--- src/rtl/pburst_sram_pkg.sv ---
package pburst_sram_pkg;
    typedef enum logic [1:0] {
        OP_NONE  = 2'd0,
        OP_READ  = 2'd1,
        OP_WRITE = 2'd2
    } op_e;
endpackage

--- src/rtl/pburst_addr_gen.sv ---
module pburst_addr_gen #(
    parameter int ADDR_W  = 6,
    parameter int BURST_W = 2
) (
    input  logic              start,
    input  logic              sel,
    input  logic              adv,
    input  logic [ADDR_W-1:0] addr_in,
    input  logic              act_q,
    input  logic [ADDR_W-1:0] addr_q,
    output logic              act_d,
    output logic [ADDR_W-1:0] addr_d
);
    logic [BURST_W-1:0] low_inc;

    assign low_inc = addr_q[BURST_W-1:0] + BURST_W'(1);

    always_comb begin
        act_d  = act_q;
        addr_d = addr_q;
        if (start) begin
            act_d  = sel;
            addr_d = addr_in;
        end else if (adv) begin
            addr_d = {addr_q[ADDR_W-1:BURST_W], low_inc};
        end
    end
endmodule

--- src/rtl/pburst_wr_dec.sv ---
module pburst_wr_dec #(
    parameter int LANES = 4
) (
    input  logic             lane_en,
    input  logic [LANES-1:0] lane_sel,
    input  logic             all_lanes,
    output logic [LANES-1:0] mask,
    output logic             is_wr
);
    always_comb begin
        if (all_lanes) begin
            mask = '1;
        end else if (lane_en) begin
            mask = lane_sel;
        end else begin
            mask = '0;
        end
        is_wr = |mask;
    end
endmodule

--- src/rtl/pburst_lane_mem.sv ---
module pburst_lane_mem #(
    parameter int W      = 9,
    parameter int ADDR_W = 6
) (
    input  logic              clk,
    input  logic              we,
    input  logic [ADDR_W-1:0] waddr,
    input  logic [W-1:0]      wdata,
    input  logic [ADDR_W-1:0] raddr,
    output logic [W-1:0]      rdata
);
    localparam int DEPTH = 1 << ADDR_W;

    logic [W-1:0] mem [DEPTH];

    always_ff @(posedge clk) begin
        if (we) begin
            mem[waddr] <= wdata;
        end
    end

    assign rdata = mem[raddr];
endmodule

--- src/rtl/pburst_drive_ctl.sv ---
module pburst_drive_ctl (
    input  logic out_en,
    input  logic sleep,
    input  logic dual_desel,
    input  logic oe_q,
    input  logic desel_q,
    output logic drive_en
);
    logic early_cut;

    assign early_cut = ~dual_desel & desel_q;
    assign drive_en  = out_en & ~sleep & oe_q & ~early_cut;
endmodule

--- src/rtl/pburst_sram.sv ---
module pburst_sram
    import pburst_sram_pkg::*;
#(
    parameter int ADDR_W  = 6,
    parameter int LANES   = 4,
    parameter int LANE_W  = 9,
    parameter int BURST_W = 2
) (
    input  logic                    clk,
    input  logic                    rst_n,
    input  logic                    dual_desel,
    input  logic                    cmd_start,
    input  logic                    cmd_sel,
    input  logic                    cmd_adv,
    input  logic [ADDR_W-1:0]       cmd_addr,
    input  logic                    wr_lane_en,
    input  logic [LANES-1:0]        wr_lane_sel,
    input  logic                    wr_all,
    input  logic [LANES*LANE_W-1:0] wr_data,
    input  logic                    out_en,
    input  logic                    sleep,
    output logic [LANES*LANE_W-1:0] rd_data,
    output logic                    drive_en
);
    localparam int DW = LANES * LANE_W;

    typedef struct packed {
        logic              act;
        logic [ADDR_W-1:0] addr;
        op_e               op;
        logic              desel;
        logic [LANES-1:0]  mask;
        logic [DW-1:0]     wd;
        logic              oe;
        logic [DW-1:0]     rd;
    } state_t;

    state_t st_q, st_d;

    logic              act_d;
    logic [ADDR_W-1:0] addr_d;
    logic [LANES-1:0]  mask_d;
    logic              is_wr_d;
    logic [DW-1:0]     arr_rdata;

    pburst_addr_gen #(
        .ADDR_W (ADDR_W),
        .BURST_W(BURST_W)
    ) u_addr (
        .start  (cmd_start),
        .sel    (cmd_sel),
        .adv    (cmd_adv),
        .addr_in(cmd_addr),
        .act_q  (st_q.act),
        .addr_q (st_q.addr),
        .act_d  (act_d),
        .addr_d (addr_d)
    );

    pburst_wr_dec #(
        .LANES(LANES)
    ) u_wdec (
        .lane_en  (wr_lane_en),
        .lane_sel (wr_lane_sel),
        .all_lanes(wr_all),
        .mask     (mask_d),
        .is_wr    (is_wr_d)
    );

    for (genvar g = 0; g < LANES; g++) begin : g_lane
        pburst_lane_mem #(
            .W     (LANE_W),
            .ADDR_W(ADDR_W)
        ) u_mem (
            .clk  (clk),
            .we   (st_q.mask[g]),
            .waddr(st_q.addr),
            .wdata(st_q.wd[g*LANE_W +: LANE_W]),
            .raddr(st_q.addr),
            .rdata(arr_rdata[g*LANE_W +: LANE_W])
        );
    end

    always_comb begin
        st_d = st_q;
        if (sleep) begin
            st_d.op    = OP_NONE;
            st_d.desel = 1'b0;
            st_d.mask  = '0;
        end else begin
            st_d.act   = act_d;
            st_d.addr  = addr_d;
            st_d.desel = cmd_start & ~cmd_sel;
            st_d.wd    = wr_data;
            if (!act_d) begin
                st_d.op   = OP_NONE;
                st_d.mask = '0;
            end else if (is_wr_d) begin
                st_d.op   = OP_WRITE;
                st_d.mask = mask_d;
            end else begin
                st_d.op   = OP_READ;
                st_d.mask = '0;
            end
        end
        st_d.oe = (st_q.op == OP_READ);
        if (st_q.op == OP_READ) begin
            st_d.rd = arr_rdata;
        end
    end

    always_ff @(posedge clk or negedge rst_n) begin
        if (!rst_n) begin
            st_q <= '0;
        end else begin
            st_q <= st_d;
        end
    end

    pburst_drive_ctl u_drv (
        .out_en    (out_en),
        .sleep     (sleep),
        .dual_desel(dual_desel),
        .oe_q      (st_q.oe),
        .desel_q   (st_q.desel),
        .drive_en  (drive_en)
    );

    assign rd_data = st_q.rd;
endmodule

--- config.mk ---
export PLATFORM = sky130hd
export DESIGN_NAME = pburst_sram
export DESIGN_NICKNAME = d
export VERILOG_FILES = /design/src/rtl/pburst_sram_pkg.sv /design/src/rtl/pburst_addr_gen.sv /design/src/rtl/pburst_wr_dec.sv /design/src/rtl/pburst_lane_mem.sv /design/src/rtl/pburst_drive_ctl.sv /design/src/rtl/pburst_sram.sv
export SDC_FILE = /design/constraint.sdc
export NUM_CORES = 2
export LEC_CHECK = 0
export BUFFER_PORTS_ARGS = -buffer_cell sky130_fd_sc_hd__buf_2
export CELL_PAD_IN_SITES_DETAIL_PLACEMENT = 1
export CELL_PAD_IN_SITES_GLOBAL_PLACEMENT = 2
export CORE_MARGIN = 2
export CORE_UTILIZATION = 44
export DETAILED_ROUTE_END_ITERATION = 16
export MAX_ROUTING_LAYER = met4
export PLACE_DENSITY = 0.82
export SYNTH_ARGS = -nofsm -noshare
export SYNTH_HDL_FRONTEND = slang
export SYNTH_SLANG_ARGS = --single-unit
--- constraint.sdc ---
create_clock -name clk -period 2.8 [get_ports clk]
set_input_delay 0.14 -clock clk [delete_from_list [all_inputs] [get_ports clk]]
set_output_delay 0.14 -clock clk [all_outputs]
set_load 0.005 [all_outputs]
==> impl_metrics.json <==
{
  "clock-root-buffer": "clkbuf_16",
  "wl_per_cell_um": 36.09,
  "clk_latency_ns": 0.90,
  "yosysWarnings": 0,
  "r2r_slack_ns": -0.07,
  "whs_ns": 0.04902,
  "drt_iter0_drc": 8551,
  "synth_top_area_frac": 0.7478,
  "cts.sinks": 2391,
  "period_share": 1.025,
  "coreArea_mm2": 0.2094,
  "drc": 0,
  "routed_wl_mm": 319.5,
  "clockBufferDepth": 3,
  "grt_max_degree": 65,
  "synth_mux_area_frac": 0.1073,
  "cts_tree": "built",
  "finalSetupViolCount": 15,
  "synth_top_family_by_area": "multiplexers",
  "ios": 93,
  "numCtsBuffers": 227,
  "final_cell_mix": "edfxtp_1 (2304), buf_4 (677), mux2i_1 (380), nor2_1 (369), clkbuf_16 (237)",
  "finalClockSkew_ns": 0.03449,
  "synth-seq-cells": 2391,
  "yosys.area_share.simple": 0.03046,
  "drv_slew": 0,
  "drive_gt1_frac": 0.2738,
  "netlist_area_mm2": 0.09252,
  "ys_seq_area_frac": 0.7714,
  "finalPower_w": 0.08365,
  "async_flop_share": 0.03639,
  "antenna_found_initial": 12,
  "synth_xor_area_frac": 0,
  "yosys.area.top_type": "edfxtp_1",
  "status": "complete, but fails checks",
  "maxSlewHeadroom": 0.3153,
  "port_buffers": 92,
  "synth_nets": 5078,
  "worst_slew_pin_slew_ns": 1.023,
  "leakage_nw": 36.59,
  "crit_type": "flop to flop",
  "syn_avg_cell_area_um2": 18.42,
  "die_area_mm2": 0.2139,
  "period_minus_slack_ns": 2.869,
  "grt_pass1_vias": 58290,
  "die_w_um": 462.5,
  "rsz0062_at_grt": "true",
  "layout_commonest_cell": "edfxtp_1",
  "htree_num_levels": 4,
  "setup_slack_ns": -0.06932,
  "first_pass_iters": 8,
  "syn_inst": 5022,
  "hpwl_mm": 206.1,
  "fin_nets": 5905,
  "grt_pass1_wl_mm": 448.5,
  "synth_area_leaders": "edfxtp_1 (75%), mux4_2 (5.2%), mux2i_1 (4.2%)",
  "maxCapViolations": 0,
  "fill_cells": 19210,
  "vdd.ir_drop.worst_mv": 0.8187,
  "required_ns": 3.58,
  "synth_compound_area_frac": 0.06866,
  "cts.clk_slew.worst_paths_ns": 0.07,
  "area_delta_synth_final_pct": 19.31,
  "powerDensity_mw_per_mm2": 757.9,
  "row_count": 168,
  "place_congestion": 0.9055,
  "track_usage": 0.3025,
  "synth_edf_count": 2304,
  "violations": "setup timing",
  "vias": 56520,
  "floorplan.initialDensity": 0.4419,
  "timing.fmax_ghz": 0.3485,
  "worstPathMaxFanout": 10,
  "cp-start-kind": "flop",
  "synth-main-ff-cell": "edfxtp_1",
  "routed_via_density": 6.384,
  "ant_nets": 0,
  "arrival_ns": 3.65,
  "globalRouteOverflowTotal": 0,
  "chipHeight_um": 462.5,
  "holdCritPathClass": "primary input to flop",
  "final-hold-violation-count": 0,
  "cp-end-kind": "flop",
  "synthDistinctLibCells": 62,
  "synthAdderAreaFrac": 0
}
## layer usage
| layer | up-vias | global-route usage | share of wire |
|---|---|---|---|
| met1 | 29430 | 0.3760 | 0.36 |
| li1 | 22130 | - | - |
| met5 | - | - | 0 |
| met4 | 0 | 0.1616 | 0.062 |
| met3 | 896 | 0.06655 | 0.11 |
| met2 | 4063 | 0.4652 | 0.47 |
## flip-flops by register name, indices dropped and copies added (netlist names)
signal and cells:
g_lane.u_mem.mem 2304, st_q 51, rd_data 36
## logic make-up (layout without fill, tap and decap cells)
logic type             Yosys count  in the layout
other                            0             10
AO/OA/AOI/OAI                  873            873
buffers and inverters          379           1395
multiplexers                   710            710
AND/OR/NAND/NOR                669            669
flip-flops                    2391           2391
## metrics by stage
| step | utilization | TNS, ns | cells | setup slack (ns) | instance area, um^2 |
|---|---|---|---|---|---|
| 5_1_grt | 0.5271 | -0.09970 | 8847 | -0.03802 | 110400 |
| 2_1_floorplan | - | 0 | 5022 | 0.1537 | 92520 |
| 3_5_place_dp | 0.4858 | -1.685 | 8312 | -0.3741 | 101700 |
| 4_1_cts | 0.5254 | -0.0004043 | 8828 | -0.0004043 | 110000 |
| 6_report | 0.5272 | -0.2221 | 8853 | -0.06932 | 110400 |
| 3_3_place_gp | 0.4858 | -0.7948 | 8312 | -0.3045 | 101700 |
## where the power goes
part / total, W / internal [W] / switching, W
Sequential: 0.0413 / 0.0402 / 0.00116
Clock: 0.0302 / 0.0167 / 0.0135
Combinational: 0.0121 / 0.00442 / 0.00766
Total: 0.0837 / 0.0613 / 0.0223
## cells in the mapped netlist (4+ instances only)
cell / instances
o221ai_1: 10
and3_1: 7
a22o_1: 25
nand3b_1: 6
o211ai_1: 11
clkbuf_1: 123
nor3_1: 15
nor3b_1: 4
mux2_2: 112
o22ai_1: 111
a222oi_1: 4
nand2_1: 143
a211oi_1: 10
buf_4: 73
and2_1: 4
buf_2: 120
a22oi_1: 121
o32a_1: 29
o21ai_1: 8
buf_6: 22
nand3_1: 58
o2111ai_1: 9
nor2b_1: 9
dfrtp_1: 87
a311oi_1: 5
a31oi_1: 29
nand4_1: 11
nand2b_1: 5
o22a_1: 19
edfxtp_1: 2304
a221oi_1: 236
o21ai_0: 122
nor2_1: 385
buf_1: 34
a21oi_1: 93
mux2i_1: 384
mux4_2: 214
a221o_1: 21
## path summary, 6_finish.rpt
path,endpoint,cells after the start,from
max in group asynchronous,st_q[62],4,rst_n
min in group asynchronous,st_q[46],4,rst_n
min reg2reg,st_q[53],1,st_q[53]
max,rd_data[30],8,st_q[82]
max reg2reg,rd_data[30],8,st_q[82]
min,st_q[38],3,wr_data[1]
## area by class of cell
class / instances / area, um^2 / share of cell area
Sequential cell: 2391 / 71420 / 0.6471
Inverter: 4 / 27.53 / 0.0002494
Antenna cell: 10 / 25.02 / 0.0002267
Timing Repair Buffer: 973 / 8777 / 0.07952
Multi-Input combinational cell: 2252 / 19440 / 0.1761
Tap cell: 2805 / 3510 / 0.03180
Clock inverter: 121 / 978.4 / 0.008865
Clock buffer: 297 / 6203 / 0.05620
## worst max-delay path: stages, from the launching register on
cell and delay [ns]:
dfrtp_4 0.55, clkbuf_4 0.22, buf_4 0.20, nand2_1 0.11, buf_4 0.31, o22ai_1 0.12
o21ai_0 0.41, o2111ai_1 0.40, o32a_1 0.42
## repair_timing
action                                 CTS  global route
hold buffers                            87             0
buffers inserted                        10            13
resized for setup                       24            47
setup endpoints to repair               37            72
pin swaps                                0             7
endpoints found under the hold margin  137             0
cloned                                   1             2
(Power assumes the default switching activity.)
